--- src/rtl/codec_port_pkg.sv ---
package codec_port_pkg;

  typedef enum logic [1:0] {
    FR_IDLE = 2'd0,
    FR_PLAY = 2'd1,
    FR_CAP  = 2'd2
  } frame_e;

  typedef enum logic [1:0] {
    CT_NONE      = 2'd0,
    CT_OPEN_PLAY = 2'd1,
    CT_OPEN_CAP  = 2'd2,
    CT_CLOSE     = 2'd3
  } ctl_e;

  typedef struct packed {
    logic bit_ev;
    logic bit_val;
    ctl_e ctl;
  } host_ev_t;

endpackage

--- src/rtl/host_decode.sv ---
module host_decode
  import codec_port_pkg::*;
#(
  parameter int ADDR_W     = 8,
  parameter int SER_BIT    = 7,
  parameter logic [ADDR_W-1:0] PLAY_ADDR  = 8'h0E,
  parameter logic [ADDR_W-1:0] DATA_ADDR  = 8'h0B,
  parameter logic [ADDR_W-1:0] CLOSE_ADDR = 8'h0A
) (
  input  logic              clk,
  input  logic              rst,
  input  logic [ADDR_W-1:0] bus_addr,
  input  logic              bus_rd,
  input  logic              bus_wr,
  input  logic [7:0]        bus_wdata,
  output host_ev_t          ev
);

  // A read and a write in the same cycle: the read is taken.
  always_ff @(posedge clk) begin
    if (rst) begin
      ev <= '0;
    end else begin
      ev.bit_ev  <= 1'b0;
      ev.bit_val <= 1'b0;
      ev.ctl     <= CT_NONE;
      if (bus_rd) begin
        if (bus_addr == PLAY_ADDR)       ev.ctl <= CT_OPEN_PLAY;
        else if (bus_addr == DATA_ADDR)  ev.ctl <= CT_OPEN_CAP;
        else if (bus_addr == CLOSE_ADDR) ev.ctl <= CT_CLOSE;
      end else if (bus_wr && bus_addr == DATA_ADDR) begin
        ev.bit_ev  <= 1'b1;
        ev.bit_val <= bus_wdata[SER_BIT];
      end
    end
  end

  AST_ONE_EVENT: assert property (@(posedge clk) disable iff (rst)
    !(ev.bit_ev && ev.ctl != CT_NONE));

endmodule

--- src/rtl/hold_slot.sv ---
module hold_slot #(
  parameter int W = 1
) (
  input  logic         clk,
  input  logic         rst,
  input  logic         load,
  input  logic [W-1:0] load_val,
  input  logic         take,
  output logic         full,
  output logic [W-1:0] val
);

  always_ff @(posedge clk) begin
    if (rst) begin
      full <= 1'b0;
      val  <= '0;
    end else begin
      if (load) begin
        full <= 1'b1;
        val  <= load_val;
      end else if (take) begin
        full <= 1'b0;
      end
    end
  end

  AST_SLOT_NO_CLOBBER: assert property (@(posedge clk) disable iff (rst)
    (full && !take) |-> !load);

endmodule

--- src/rtl/serial_shifter.sv ---
module serial_shifter #(
  parameter int HALF_DIV = 4
) (
  input  logic clk,
  input  logic rst,
  input  logic start,
  input  logic din,
  output logic sclk,
  output logic sdata,
  output logic active
);

  localparam int HW = (HALF_DIV > 1) ? $clog2(HALF_DIV) : 1;
  localparam logic [HW-1:0] LAST = HW'(HALF_DIV - 1);

  logic [HW-1:0] cnt;

  always_ff @(posedge clk) begin
    if (rst) begin
      sclk   <= 1'b0;
      sdata  <= 1'b0;
      active <= 1'b0;
      cnt    <= '0;
    end else if (!active) begin
      if (start) begin
        sdata  <= din;
        active <= 1'b1;
        cnt    <= '0;
      end
    end else if (cnt == LAST) begin
      cnt <= '0;
      if (!sclk) begin
        sclk <= 1'b1;
      end else begin
        sclk   <= 1'b0;
        active <= 1'b0;
      end
    end else begin
      cnt <= cnt + 1'b1;
    end
  end

  // Phase-length monitors for the timing checks.
  logic [HW:0] lo_run, hi_run;
  always_ff @(posedge clk) begin
    if (rst) begin
      lo_run <= '0;
      hi_run <= '0;
    end else begin
      lo_run <= (active && !sclk) ? lo_run + 1'b1 : '0;
      hi_run <= sclk ? hi_run + 1'b1 : '0;
    end
  end

  AST_SETUP_TIME: assert property (@(posedge clk) disable iff (rst)
    $rose(sclk) |-> lo_run == (HW+1)'(HALF_DIV));
  AST_HIGH_TIME: assert property (@(posedge clk) disable iff (rst)
    $fell(sclk) |-> hi_run == (HW+1)'(HALF_DIV));
  AST_DATA_HOLD: assert property (@(posedge clk) disable iff (rst)
    sclk |-> $stable(sdata));

endmodule

--- src/rtl/frame_ctrl.sv ---
module frame_ctrl
  import codec_port_pkg::*;
#(
  parameter int PLAY_BITS = 16,
  parameter int CAP_BITS  = 32,
  parameter int CNT_W     = 7
) (
  input  logic             clk,
  input  logic             rst,
  input  host_ev_t         ev,
  input  logic             sh_active,
  output logic             sh_start,
  output logic             sh_din,
  output logic             cs_play_n,
  output logic             cs_cap_n,
  output logic             busy,
  output logic             proto_err,
  output logic             len_err,
  output logic [CNT_W-1:0] frame_bits
);

  localparam logic [CNT_W-1:0] PLAY_LEN = CNT_W'(PLAY_BITS);
  localparam logic [CNT_W-1:0] CAP_LEN  = CNT_W'(CAP_BITS);
  localparam logic [CNT_W-1:0] CNT_MAX  = '1;

  frame_e frame_q, frame_d;
  ctl_e   kind_q, kind_d, exec_kind;
  logic   ctl_pend_q, ctl_pend_d;
  logic [CNT_W-1:0] cnt_d;
  logic   buf_full, buf_val;
  logic   drained, launch, bit_ok;
  logic   ctl_err, open_err, len_set;

  assign drained = !buf_full && !sh_active && !sh_start;
  assign launch  =  buf_full && !sh_active && !sh_start;
  assign bit_ok  = ev.bit_ev && !ctl_pend_q && (frame_q != FR_IDLE) &&
                   (!buf_full || launch);

  hold_slot #(.W(1)) u_slot (
    .clk      (clk),
    .rst      (rst),
    .load     (bit_ok),
    .load_val (ev.bit_val),
    .take     (launch),
    .full     (buf_full),
    .val      (buf_val)
  );

  // Control requests run only on a drained line; otherwise one is held.
  always_comb begin
    exec_kind  = CT_NONE;
    ctl_pend_d = ctl_pend_q;
    kind_d     = kind_q;
    ctl_err    = 1'b0;
    if (ctl_pend_q) begin
      if (drained) begin
        exec_kind  = kind_q;
        ctl_pend_d = 1'b0;
      end
      if (ev.ctl != CT_NONE) begin
        if (drained) begin
          ctl_pend_d = 1'b1;
          kind_d     = ev.ctl;
        end else begin
          ctl_err = 1'b1;
        end
      end
    end else if (ev.ctl != CT_NONE) begin
      if (drained) begin
        exec_kind = ev.ctl;
      end else begin
        ctl_pend_d = 1'b1;
        kind_d     = ev.ctl;
      end
    end
  end

  always_comb begin
    frame_d  = frame_q;
    cnt_d    = frame_bits;
    open_err = 1'b0;
    len_set  = 1'b0;
    case (exec_kind)
      CT_OPEN_PLAY, CT_OPEN_CAP: begin
        if (frame_q != FR_IDLE) begin
          open_err = 1'b1;
        end else begin
          frame_d = (exec_kind == CT_OPEN_PLAY) ? FR_PLAY : FR_CAP;
          cnt_d   = '0;
        end
      end
      CT_CLOSE: begin
        if (frame_q == FR_PLAY && frame_bits != PLAY_LEN) len_set = 1'b1;
        if (frame_q == FR_CAP  && frame_bits != CAP_LEN)  len_set = 1'b1;
        frame_d = FR_IDLE;
      end
      default: ;
    endcase
    if (launch && frame_bits != CNT_MAX) cnt_d = frame_bits + 1'b1;
  end

  always_ff @(posedge clk) begin
    if (rst) begin
      frame_q    <= FR_IDLE;
      kind_q     <= CT_NONE;
      ctl_pend_q <= 1'b0;
      frame_bits <= '0;
      cs_play_n  <= 1'b1;
      cs_cap_n   <= 1'b1;
      sh_start   <= 1'b0;
      sh_din     <= 1'b0;
      proto_err  <= 1'b0;
      len_err    <= 1'b0;
    end else begin
      frame_q    <= frame_d;
      kind_q     <= kind_d;
      ctl_pend_q <= ctl_pend_d;
      frame_bits <= cnt_d;
      cs_play_n  <= (frame_d != FR_PLAY);
      cs_cap_n   <= (frame_d != FR_CAP);
      sh_start   <= launch;
      if (launch) sh_din <= buf_val;
      if ((ev.bit_ev && !bit_ok) || ctl_err || open_err) proto_err <= 1'b1;
      if (len_set) len_err <= 1'b1;
    end
  end

  assign busy = buf_full || sh_active || sh_start || ctl_pend_q;

  AST_CS_EXCLUSIVE: assert property (@(posedge clk) disable iff (rst)
    cs_play_n || cs_cap_n);
  AST_SHIFT_IN_FRAME: assert property (@(posedge clk) disable iff (rst)
    sh_active |-> (!cs_play_n || !cs_cap_n));
  AST_CS_STABLE_SHIFT: assert property (@(posedge clk) disable iff (rst)
    sh_active |=> ($stable(cs_play_n) && $stable(cs_cap_n)));
  AST_COUNT_STEP: assert property (@(posedge clk) disable iff (rst)
    (sh_start && $past(frame_bits) != CNT_MAX) |-> frame_bits == $past(frame_bits) + 1'b1);
  AST_OPEN_CLEARS: assert property (@(posedge clk) disable iff (rst)
    ($fell(cs_play_n) || $fell(cs_cap_n)) |-> frame_bits == '0);
  AST_PROTO_STICKY: assert property (@(posedge clk) disable iff (rst)
    proto_err |=> proto_err);
  AST_LEN_STICKY: assert property (@(posedge clk) disable iff (rst)
    len_err |=> len_err);

endmodule

--- src/rtl/codec_cmd_port.sv ---
module codec_cmd_port
  import codec_port_pkg::*;
#(
  parameter int ADDR_W    = 8,
  parameter int HALF_DIV  = 4,
  parameter int PLAY_BITS = 16,
  parameter int CAP_BITS  = 32,
  parameter logic [ADDR_W-1:0] PLAY_ADDR  = 8'h0E,
  parameter logic [ADDR_W-1:0] DATA_ADDR  = 8'h0B,
  parameter logic [ADDR_W-1:0] CLOSE_ADDR = 8'h0A,
  localparam int CNT_W = $clog2(CAP_BITS) + 2
) (
  input  logic              clk,
  input  logic              rst,
  input  logic [ADDR_W-1:0] bus_addr,
  input  logic              bus_rd,
  input  logic              bus_wr,
  input  logic [7:0]        bus_wdata,
  output logic              cs_play_n,
  output logic              cs_cap_n,
  output logic              sclk,
  output logic              sdata,
  output logic              busy,
  output logic              proto_err,
  output logic              len_err,
  output logic [CNT_W-1:0]  frame_bits
);

  host_ev_t ev;
  logic     sh_start, sh_din, sh_active;

  host_decode #(
    .ADDR_W     (ADDR_W),
    .SER_BIT    (7),
    .PLAY_ADDR  (PLAY_ADDR),
    .DATA_ADDR  (DATA_ADDR),
    .CLOSE_ADDR (CLOSE_ADDR)
  ) u_dec (
    .clk       (clk),
    .rst       (rst),
    .bus_addr  (bus_addr),
    .bus_rd    (bus_rd),
    .bus_wr    (bus_wr),
    .bus_wdata (bus_wdata),
    .ev        (ev)
  );

  frame_ctrl #(
    .PLAY_BITS (PLAY_BITS),
    .CAP_BITS  (CAP_BITS),
    .CNT_W     (CNT_W)
  ) u_ctrl (
    .clk        (clk),
    .rst        (rst),
    .ev         (ev),
    .sh_active  (sh_active),
    .sh_start   (sh_start),
    .sh_din     (sh_din),
    .cs_play_n  (cs_play_n),
    .cs_cap_n   (cs_cap_n),
    .busy       (busy),
    .proto_err  (proto_err),
    .len_err    (len_err),
    .frame_bits (frame_bits)
  );

  serial_shifter #(.HALF_DIV(HALF_DIV)) u_shift (
    .clk    (clk),
    .rst    (rst),
    .start  (sh_start),
    .din    (sh_din),
    .sclk   (sclk),
    .sdata  (sdata),
    .active (sh_active)
  );

  AST_PULSE_NEEDS_CS: assert property (@(posedge clk) disable iff (rst)
    $rose(sclk) |-> (!cs_play_n || !cs_cap_n));

endmodule

--- config.mk ---
export PLATFORM = sky130hd
export DESIGN_NAME = codec_cmd_port
export DESIGN_NICKNAME = d
export VERILOG_FILES = /design/src/rtl/codec_port_pkg.sv /design/src/rtl/host_decode.sv /design/src/rtl/hold_slot.sv /design/src/rtl/serial_shifter.sv /design/src/rtl/frame_ctrl.sv /design/src/rtl/codec_cmd_port.sv
export SDC_FILE = /design/constraint.sdc
export NUM_CORES = 1
export LEC_CHECK = 0
export ABC_AREA = 1
export BUFFER_PORTS_ARGS = -buffer_cell sky130_fd_sc_hd__buf_4
export CAP_MARGIN = 20
export CORE_ASPECT_RATIO = 1.1
export CORE_MARGIN = 1.5
export CORE_UTILIZATION = 55
export CTS_BUF_LIST = sky130_fd_sc_hd__clkbuf_8
export CTS_CLUSTER_DIAMETER = 40
export DETAILED_ROUTE_END_ITERATION = 8
export GPL_TIMING_DRIVEN = 1
export PLACE_DENSITY = 0.84
export SLEW_MARGIN = 10
export SYNTH_ARGS = -nofsm -noshare
export SYNTH_HDL_FRONTEND = slang
export SYNTH_HIERARCHICAL = 1
export SYNTH_SLANG_ARGS = --single-unit
--- constraint.sdc ---
create_clock -name clk -period 2.85 [get_ports clk]
set_input_delay 0.285 -clock clk [delete_from_list [all_inputs] [get_ports clk]]
set_output_delay 0.285 -clock clk [all_outputs]
set_load 0.1 [all_outputs]
==> key figures <==
Timing
  – Setup tns final: 0 ps
  – Final Hold Viols: 0
  – Min Tclk post-route: 1860 ps
  – Max Slew Vio Count: 0
  – WHS: between 200 and 300 ps
  – Least-Margin Pin Slew: between 200 and 300 ps
  – Final Cycle Share: 0.652
  – Fmax achieved: 538 MHz
  – Setup violations, final: 0
  – RSZ-0062 raised after global routing: false
  – Clock Skew: 4.63 ps
  – Worst slew margin: 0.806

Logic synthesis
  – Adder-cell share of the synthesized area: 0.0417
  – Synthesized flop and latch total: 29
  – Post-synthesis sequential area ratio: 0.387
  – Library cells used by synthesis: 24
  – Largest family of logic cells by synthesized area: simple AND/OR/NAND/NOR gates
  – Main area contributors after synthesis: dfxtp_1, nand2_1, inv_1
  – Syn nets: roughly 250
  – Yosys Warn Count: 6
  – Post-synthesis mux area share: 0
  – Syn Area/Cell: 6.79 um^2
  – Cell Area, Synth: about 1500 um^2
  – Synth Area in XOR/XNOR: 0
  – Synth area leader: dfxtp_1
  – Cells after synthesis: 221
  – Compound-gate portion of the synthesized area: 0.125
  – Simple-gate share of the synthesized area: 0.342
  – Top-area cell type share of the netlist area: 0.387

CTS
  – Setup Fix Bufs, Post-CTS: 0
  – Clk buf depth: 2
  – Hold-fix buffers, CTS: 0
  – CTS tree: done
  – Clk Latency, worst-skew pair: 280 ps
  – CTS buffer count: 5
  – CTS sink cnt: 29
  – H-tree depth: 2
  – PostCTS Resize Cnt: 0
  – Clk slew on worst S/H paths: about 60 ps
  – CTS root buffer: clkbuf_8

Finish
  – Register Area: approximately 580 um^2
  – Layout cell share with drive strength beyond 1: 0.213
  – Area of the multi-input gates: ~760 um^2
  – Commonest non-fill, non-tap cell in the layout: nand2_1
  – Area growth, synth to finish: 22.1%
  – Most frequent cells in the layout: nand2_1, inv_1, nor2_1
  – Fin cells: 285
  – # diodes: 0
  – Nets: roughly 280
  – Filler Cell Count: ~220

Min path
  – Hold Crit Class: in -> reg
  – Worst Hold Depth: 3
  – Hold Crit Start: bus_wdata[7]

Global route
  – Met2 Usage GRT: 0.384
  – Vias in the first global route: roughly 1300
  – Pin count of the biggest net entering global routing: 19
  – GRT overflow: 0
  – Gr usage total: 0.216
  – Grt peak-use layer: met2
  – GRT met1 Usage: 0.228
  – Global-route wire length before repair: ~4900 um
  – Met3 Use GR: 0.0696
  – Initial antenna violation count: 0

Worst setup path
  – Worst EP arrival: around 1600 ps
  – Crit Path Max Fanout: 8
  – Crit path required time: between 2000 and 3000 ps
  – Crit path launch type: flop
  – Worst reg2reg setup slack: ~1100 ps
  – Worst setup path startpoint: u_shift/active$_SDFF_PP0_
  – CP endpoint kind: primary output
  – Setup CP Type: reg -> out
  – R2r startpoint: u_shift/active$_SDFF_PP0_
  – Register-to-Register Path Depth: 9

Place
  – Routability cong.: between 0.8 and 0.9
  – DP Cell Count: roughly 280
  – Final HPWL DP: approximately 2100 um
  – Port Buffers: 26

Die
  – Overall die width: between 50 and 60 um
  – Initial Util: 0.590
  – Total die area: approximately 3100 um^2
  – Core area: between 2000 and 3000 um^2
  – Row cnt: 19
  – I/O Pins: 34
  – Die Y: between 50 and 60 um

Drt
  – Via-to-Cell Ratio: around 5
  – Routed Antenna Nets: 0
  – DR vias: approximately 1400
  – DRT Wirelength: around 2900 um
  – WL/cell: roughly 10 um
  – DR iter-0 viols: 34
  – Initial DRT Pass Iterations: 4
  – Remaining DRCs: 0

Status
  – Run status: finished clean

Pwr
  – Leakage: just over 0.8 nW
  – P per Cell Area: about 440 nW/um^2
  – VDD IR max: 377 uV

Flow run
  – Max Cap Violations: 0
[registers in the layout (all words and copies together), names as in the netlist, 2 cells and up]
register,cells
u_ctrl/frame_q,2
u_ctrl/kind_q,2
u_shift/cnt,2
u_ctrl/frame_bits,7
u_dec/ev,4
[final cells by class]
class / instances / area share
Clock buffer: 7 / 0.0526
Inverter: 41 / 0.0840
Multi-Input combinational cell: 150 / 0.416
Sequential cell: 29 / 0.317
Clock inverter: 1 / 0.00273
Timing Repair Buffer: 26 / 0.106
Tap cell: 31 / 0.0212
[synthesized netlist by cell type (all sizes together)]
library cell,count
nand3,19
dfxtp,29
ha,5
o21bai,1
a31oi,1
nor2,37
o21ai,14
a21oi,17
nand2,52
clkbuf,1
a211oi,1
nor3,1
nand4,2
inv,41
[worst max-delay path, stage by stage (launching register included)]
cell	delay [ps]
dfxtp_1	480
inv_1	120
nand2_4	130
nor2_4	60
ha_1	180
inv_1	50
buf_4	280
[per-stage QoR]
step                       util  power [W]  worst slack [ps]  area (um^2)
final                     0.721   0.000806               991         1830
after global routing      0.721   0.000842               910         1830
after CTS                 0.721   0.000819               968         1830
after detailed placement  0.681   0.000449              1080         1730
after global placement    0.681   0.000449              1100         1730
after floorplan               -   0.000431               769         1500
[logic make-up (layout without fill, tap and decap cells)]
kind of cell,count (synthesis),count (layout)
buffers and inverters,42,75
flip-flops,29,29
AND/OR/NAND/NOR,111,111
AO/OA/AOI/OAI,34,34
adder cells (fa/ha/maj),5,5
[routing by layer]
metal / share of wire / wire length [um] / vias up
met1: 0.45 / 1290 / 649
li1: - / - / 758
met4: 0.017 / 48 / 0
met5: 0 / 0 / -
met2: 0.49 / 1390 / 27
met3: 0.040 / 114 / 6
[power by group]
group | leakage (nW) | switching (W) | total [W] | internal (W)
Sequential | 0.234 | 0.000000229 | 0.000406 | 0.000406
Clock | 0.0542 | 0.000148 | 0.000366 | 0.000218
Combinational | 0.524 | 0.0000182 | 0.0000339 | 0.0000158
[worst paths after layout]
kind,to
hold reg to reg,u_ctrl/u_slot/val$_SDFFE_PP0P_
setup reg to reg,u_ctrl/frame_bits[5]$_SDFFE_PP0P_
hold / removal,u_dec/ev[2]$_SDFF_PP0_
setup / recovery,busy
(Power assumes the default switching activity.)
